### src/rtl/br_pkg.sv
package br_pkg;
    typedef enum logic {
        ST_IDLE = 1'b0,
        ST_WAIT = 1'b1
    } br_state_e;
endpackage

### src/rtl/br_static_pred.sv
module br_static_pred (
    input  logic disp_neg,
    input  logic hint,
    output logic pred_taken
);
    // backward branches default to taken; the hint flips the default
    always_comb begin
        pred_taken = disp_neg ^ hint;
    end
endmodule

### src/rtl/br_cr_tap.sv
module br_cr_tap #(
    parameter int CR_BITS = 32,
    localparam int IDX_W  = (CR_BITS > 1) ? $clog2(CR_BITS) : 1
) (
    input  logic [CR_BITS-1:0] pend_vec,
    input  logic [CR_BITS-1:0] val_vec,
    input  logic [IDX_W-1:0]   sel,
    output logic               pend_bit,
    output logic               val_bit
);
    always_comb begin
        pend_bit = 1'b0;
        val_bit  = 1'b0;
        for (int i = 0; i < CR_BITS; i++) begin
            if (sel == IDX_W'(i)) begin
                pend_bit = pend_vec[i];
                val_bit  = val_vec[i];
            end
        end
    end
endmodule

### src/rtl/branch_resolver.sv
module branch_resolver #(
    parameter int CR_BITS = 32,
    parameter int ADDR_W  = 32,
    localparam int IDX_W  = (CR_BITS > 1) ? $clog2(CR_BITS) : 1
) (
    input  logic               clk,
    input  logic               rst_n,
    input  logic               br_valid,
    input  logic [IDX_W-1:0]   br_crsel,
    input  logic               br_sense,
    input  logic               br_disp_neg,
    input  logic               br_hint,
    input  logic [ADDR_W-1:0]  br_taken_pc,
    input  logic [ADDR_W-1:0]  br_fall_pc,
    input  logic [CR_BITS-1:0] cr_pend,
    input  logic [CR_BITS-1:0] cr_val,
    output logic               busy,
    output logic               fetch_redir,
    output logic [ADDR_W-1:0]  fetch_pc,
    output logic               purge,
    output logic               br_done
);
    import br_pkg::*;

    typedef struct packed {
        br_state_e         st;
        logic [IDX_W-1:0]  idx;
        logic              sense;
        logic              pred_taken;
        logic [ADDR_W-1:0] taken_pc;
        logic [ADDR_W-1:0] fall_pc;
        logic              redir;
        logic [ADDR_W-1:0] pc;
        logic              purge;
        logic              done;
    } res_state_t;

    res_state_t q, d;

    logic arr_pend, arr_bit;
    logic hold_pend, hold_bit;
    logic pred_taken;
    logic accept;

    // scoreboard tap for the arriving branch
    br_cr_tap #(.CR_BITS(CR_BITS)) i_tap_arrive (
        .pend_vec (cr_pend),
        .val_vec  (cr_val),
        .sel      (br_crsel),
        .pend_bit (arr_pend),
        .val_bit  (arr_bit)
    );

    // scoreboard tap for the held, unresolved branch
    br_cr_tap #(.CR_BITS(CR_BITS)) i_tap_hold (
        .pend_vec (cr_pend),
        .val_vec  (cr_val),
        .sel      (q.idx),
        .pend_bit (hold_pend),
        .val_bit  (hold_bit)
    );

    br_static_pred i_pred (
        .disp_neg   (br_disp_neg),
        .hint       (br_hint),
        .pred_taken (pred_taken)
    );

    assign busy   = (q.st == ST_WAIT);
    assign accept = br_valid && !busy;

    always_comb begin
        d       = q;
        d.redir = 1'b0;
        d.purge = 1'b0;
        d.done  = 1'b0;
        unique case (q.st)
            ST_IDLE: begin
                if (br_valid) begin
                    d.redir = 1'b1;
                    if (!arr_pend) begin
                        // bit is valid: decide now
                        d.done = 1'b1;
                        d.pc   = (arr_bit == br_sense) ? br_taken_pc : br_fall_pc;
                    end else begin
                        // interlock: speculate on the static guess
                        d.st         = ST_WAIT;
                        d.idx        = br_crsel;
                        d.sense      = br_sense;
                        d.pred_taken = pred_taken;
                        d.taken_pc   = br_taken_pc;
                        d.fall_pc    = br_fall_pc;
                        d.pc         = pred_taken ? br_taken_pc : br_fall_pc;
                    end
                end
            end
            ST_WAIT: begin
                if (!hold_pend) begin
                    d.st   = ST_IDLE;
                    d.done = 1'b1;
                    if ((hold_bit == q.sense) != q.pred_taken) begin
                        d.purge = 1'b1;
                        d.redir = 1'b1;
                        d.pc    = q.pred_taken ? q.fall_pc : q.taken_pc;
                    end
                end
            end
            default: d.st = ST_IDLE;
        endcase
    end

    always_ff @(posedge clk) begin
        if (!rst_n) begin
            q <= '0;
        end else begin
            q <= d;
        end
    end

    assign fetch_redir = q.redir;
    assign fetch_pc    = q.pc;
    assign purge       = q.purge;
    assign br_done     = q.done;

    // a clear flag at acceptance yields an immediate, purge-free completion
    assert_immediate_R2: assert property (@(posedge clk) disable iff (!rst_n)
        (accept && !arr_pend) |=> (br_done && fetch_redir && !purge));

    // a set flag at acceptance yields a speculative redirect and holds the branch
    assert_speculate_R3: assert property (@(posedge clk) disable iff (!rst_n)
        (accept && arr_pend) |=> (busy && fetch_redir && !br_done && !purge));

    // a branch shown while busy produces no standalone redirect
    assert_stall_R5: assert property (@(posedge clk) disable iff (!rst_n)
        (busy && br_valid) |=> !(fetch_redir && !br_done));

    // nothing completes while the tested flag stays set
    assert_hold_R6: assert property (@(posedge clk) disable iff (!rst_n)
        (busy && hold_pend) |=> (!br_done && !purge && !fetch_redir));

    // a purge always travels with a redirect and completion
    assert_purge_redir_R8: assert property (@(posedge clk) disable iff (!rst_n)
        purge |-> (fetch_redir && br_done && !busy));

    // purge is a single-cycle pulse
    assert_purge_pulse_R9: assert property (@(posedge clk) disable iff (!rst_n)
        purge |=> !purge);
endmodule

### config.mk
export PLATFORM = sky130hd
export DESIGN_NAME = branch_resolver
export DESIGN_NICKNAME = d
export VERILOG_FILES = /design/src/rtl/br_pkg.sv /design/src/rtl/br_static_pred.sv /design/src/rtl/br_cr_tap.sv /design/src/rtl/branch_resolver.sv
export SDC_FILE = /design/constraint.sdc
export NUM_CORES = 1
export LEC_CHECK = 0
export BUFFER_PORTS_ARGS = -buffer_cell sky130_fd_sc_hd__clkbuf_2
export CAP_MARGIN = 20
export CORE_MARGIN = 1
export CORE_UTILIZATION = 35
export CTS_CLUSTER_SIZE = 8
export DETAILED_ROUTE_END_ITERATION = 8
export GPL_TIMING_DRIVEN = 0
export PLACE_DENSITY = 0.57
export SLEW_MARGIN = 40
export SYNTH_ARGS = -nofsm -noshare
export SYNTH_HDL_FRONTEND = slang
export SYNTH_HIERARCHICAL = 1
export SYNTH_SLANG_ARGS = --single-unit
### constraint.sdc
create_clock -name clk -period 3.1 [get_ports clk]
set_input_delay 0.465 -clock clk [delete_from_list [all_inputs] [get_ports clk]]
set_output_delay 0.465 -clock clk [all_outputs]
set_load 0.03 [all_outputs]
==> impl_metrics.env <==
export IMPL_grt_overflow=0
export IMPL_status="finished clean"
export IMPL_ant_nets=0
export IMPL_synth_top_area_frac=0.295
export IMPL_synth_most_common_cell="nand2_1"
export IMPL_cts_tree="yes"
export IMPL_cp_start_kind="input port"
export IMPL_dpl_cell_area_mm2=0.00846
export IMPL_antenna_cells=0
export IMPL_core_mm2=0.0203
export IMPL_ys_seq_area_frac=0.295
export IMPL_drc_errors=0
export IMPL_powerDensity_mw_per_mm2=475
export IMPL_yosysUniqueCellTypes=64
export IMPL_dp_slack_ps=-496
export IMPL_power_frac_comb=0.347
export IMPL_vias_per_cell=5.50
export IMPL_clock_skew_ps=15.5
export IMPL_portBuffers=173
export IMPL_fin_crit_ps=2970
export IMPL_gp_congestion=0.943
export IMPL_synth_largest_area_cell="dfxtp_1"
export IMPL_dp_hpwl_um=19400
export IMPL_clk_pin_slew_worst_paths_ps=80
export IMPL_seqPwrFrac=0.369
export IMPL_ys_ff_latch=107
export IMPL_clock_latency_ps=370
export IMPL_crit_path_end_kind="flip-flop"
export IMPL_worstPathMaxFanout=10
export IMPL_num_vias=7535
export IMPL_io_pins=175
export IMPL_ctsHoldBuffers=0
export IMPL_power_frac_clock=0.284
export IMPL_maxSlewViolCount=0
export IMPL_die_w_um=146
export IMPL_syn_inst=905
export IMPL_synth_warning_count=6
export IMPL_setup_viol=0
export IMPL_track_usage=0.240
export IMPL_drive_gt1_frac=0.298
export IMPL_fmax_mhz=337
export IMPL_layout_worst_path_cycle_share=0.957
export IMPL_avgSynthCellArea_um2=8.01
export IMPL_dieHeight_um=146
export IMPL_setup_ws_ps=132
export IMPL_finalPower_w=0.00424
export IMPL_numCtsBuffers=9
export IMPL_drt_total_wl_um=25500
export IMPL_fin_nets=1234
export IMPL_drv_cap=0
export IMPL_drt_iter0_markers=529
export IMPL_fin_tns_setup_ps=0
export IMPL_ir_drop_mv=0.265
export IMPL_synth_top_flop_cell="dfxtp_1"
export IMPL_cts_root_buffer="clkbuf_16"
export IMPL_n_fill_cell=2121
export IMPL_numClockSinks=107
export IMPL_design_area_mm2=0.00894
export IMPL_grt_antenna_before_repair=0
export IMPL_tightestPinTransition_ps=608
export IMPL_synth_edf_count=0
export IMPL_power_internal_w=0.00271
export IMPL_synthArstFlopShare=0
export IMPL_critPathKind="input port to flip-flop"
export IMPL_initial_utilization=0.357
export IMPL_switchingPower_w=0.00153
export IMPL_cp_required_ps=3390
export IMPL_hold_path_class="input port to flip-flop"
export IMPL_grt_pass1_wl_um=39900
export IMPL_rows=52
export IMPL_slew_headroom=0.595
export IMPL_die_area_mm2=0.0213
export IMPL_syn_to_final_growth_pct=23.2
export IMPL_swShare=0.361
export IMPL_hold_viol_final=0
export IMPL_yosys_top_cells_count="156 x nand2_1, 107 x dfxtp_1, 73 x a21boi_0"
export IMPL_grt_pass1_vias=7073
export IMPL_cts_htree_levels=3
export IMPL_dr_pass1_iters=5
export IMPL_synth_area_leaders="dfxtp_1 30%, nand2_1 8.1%, a21boi_0 7.6%, o21ai_0 4.7%, buf_4 3.7%"
export IMPL_cts_buffer_depth=2
export IMPL_syn_area_mm2=0.00725
export IMPL_syn_num_nets=1044
export IMPL_arrival_ps=3260
export IMPL_grt_max_degree=19
export IMPL_wl_per_cell_um=18.6
export IMPL_leakagePower_nw=3.59
-- per-layer routing --
layer  track usage  wire [um]  up-vias
li1              -          -     3655
met1         0.344      12100     3516
met2         0.373      11200      338
met3        0.0392       1830       26
met4        0.0574        352        0
met5             0          0        -
-- path summary, 6_finish.rpt --
check | slack, ps | to | cells past startpoint | startpoint
worst max-delay path | 130 | fetch_pc[26]$_SDFFE_PN0P_ | 13 | br_crsel[0]
worst min-delay path | 340 | q[55]$_SDFFE_PN0P_ | 3 | br_fall_pc[20]
worst max register to register | 140 | fetch_pc[18]$_SDFFE_PN0P_ | 13 | q[101]$_SDFFE_PN0P_
worst min register to register | 460 | q[78]$_SDFFE_PN0P_ | 2 | q[78]$_SDFFE_PN0P_
-- stage by stage --
step | utilization | std cells | hold slack (ps)
2_1_floorplan | - | 905 | 439
3_3_place_gp | 0.417 | 1348 | 445
3_5_place_dp | 0.417 | 1348 | 452
4_1_cts | 0.434 | 1366 | 335
5_1_grt | 0.440 | 1370 | 351
6_report | 0.440 | 1370 | 340
-- timing repair --
item / CTS / global route
pin swaps: 1 / 4
buffers inserted: 2 / 4
endpoints found under the setup margin: 37 / 100
resized for setup: 9 / 47
-- cell usage in the layout, fill, tap and decap left out, drive strengths merged, types with 16 or more instances in the layout --
cell type and count:
a211oi 16, a21boi 73, a22oi 35, a31oi 32
and3 38, buf 81, clkbuf 226, dfxtp 107
mux2i 26, nand2 156, nor2 16, nor3b 36
o21ai 91
-- power groups by stage --
stage               clock, W  combinational (W)  sequential (W)
finish               0.00121            0.00147         0.00156
global route         0.00128            0.00159         0.00158
CTS                  0.00123            0.00143         0.00156
detailed placement         0            0.00139         0.00159
global placement           0            0.00139         0.00159
floorplan                  0           0.000920         0.00159
-- area by class of cell --
class,count,area (um2),share of cell area
clock buffers,10,229,0.0256
well taps,270,338,0.0378
inverters,11,41.3,0.00462
clock inverters,6,71.3,0.00798
repair buffers,179,911,0.102
multi-input cells,669,4390,0.491
flip-flops and latches,107,2140,0.240
plain buffers,118,812,0.0908
-- logic make-up (layout without fill, tap and decap cells) --
logic type | after synthesis | after routing | share of synthesized area
compound gates | 322 | 322 | 0.313
xor+xnor | 5 | 5 | 0.00897
buf+inv | 129 | 324 | 0.110
flops | 107 | 107 | 0.295
mux | 38 | 38 | 0.0576
simple gates | 304 | 304 | 0.215
-- worst max-delay path, cell delays in order --
cell and delay, ps:
clkbuf_2 110, buf_6 170, buf_8 150, mux2_2 340
o22ai_1 130, o32ai_1 120, a211oi_2 240, o221ai_2 220
or3b_4 490, o21ai_4 260, clkbuf_4 260, a22oi_1 110
a31oi_1 180
-- registers in the layout (all words and copies together) (netlist names) --
signal	flops
q	71
fetch_pc	32
br_done	1
busy	1
fetch_redir	1
purge	1
Note: power is estimated with default switching activity, not from simulation.
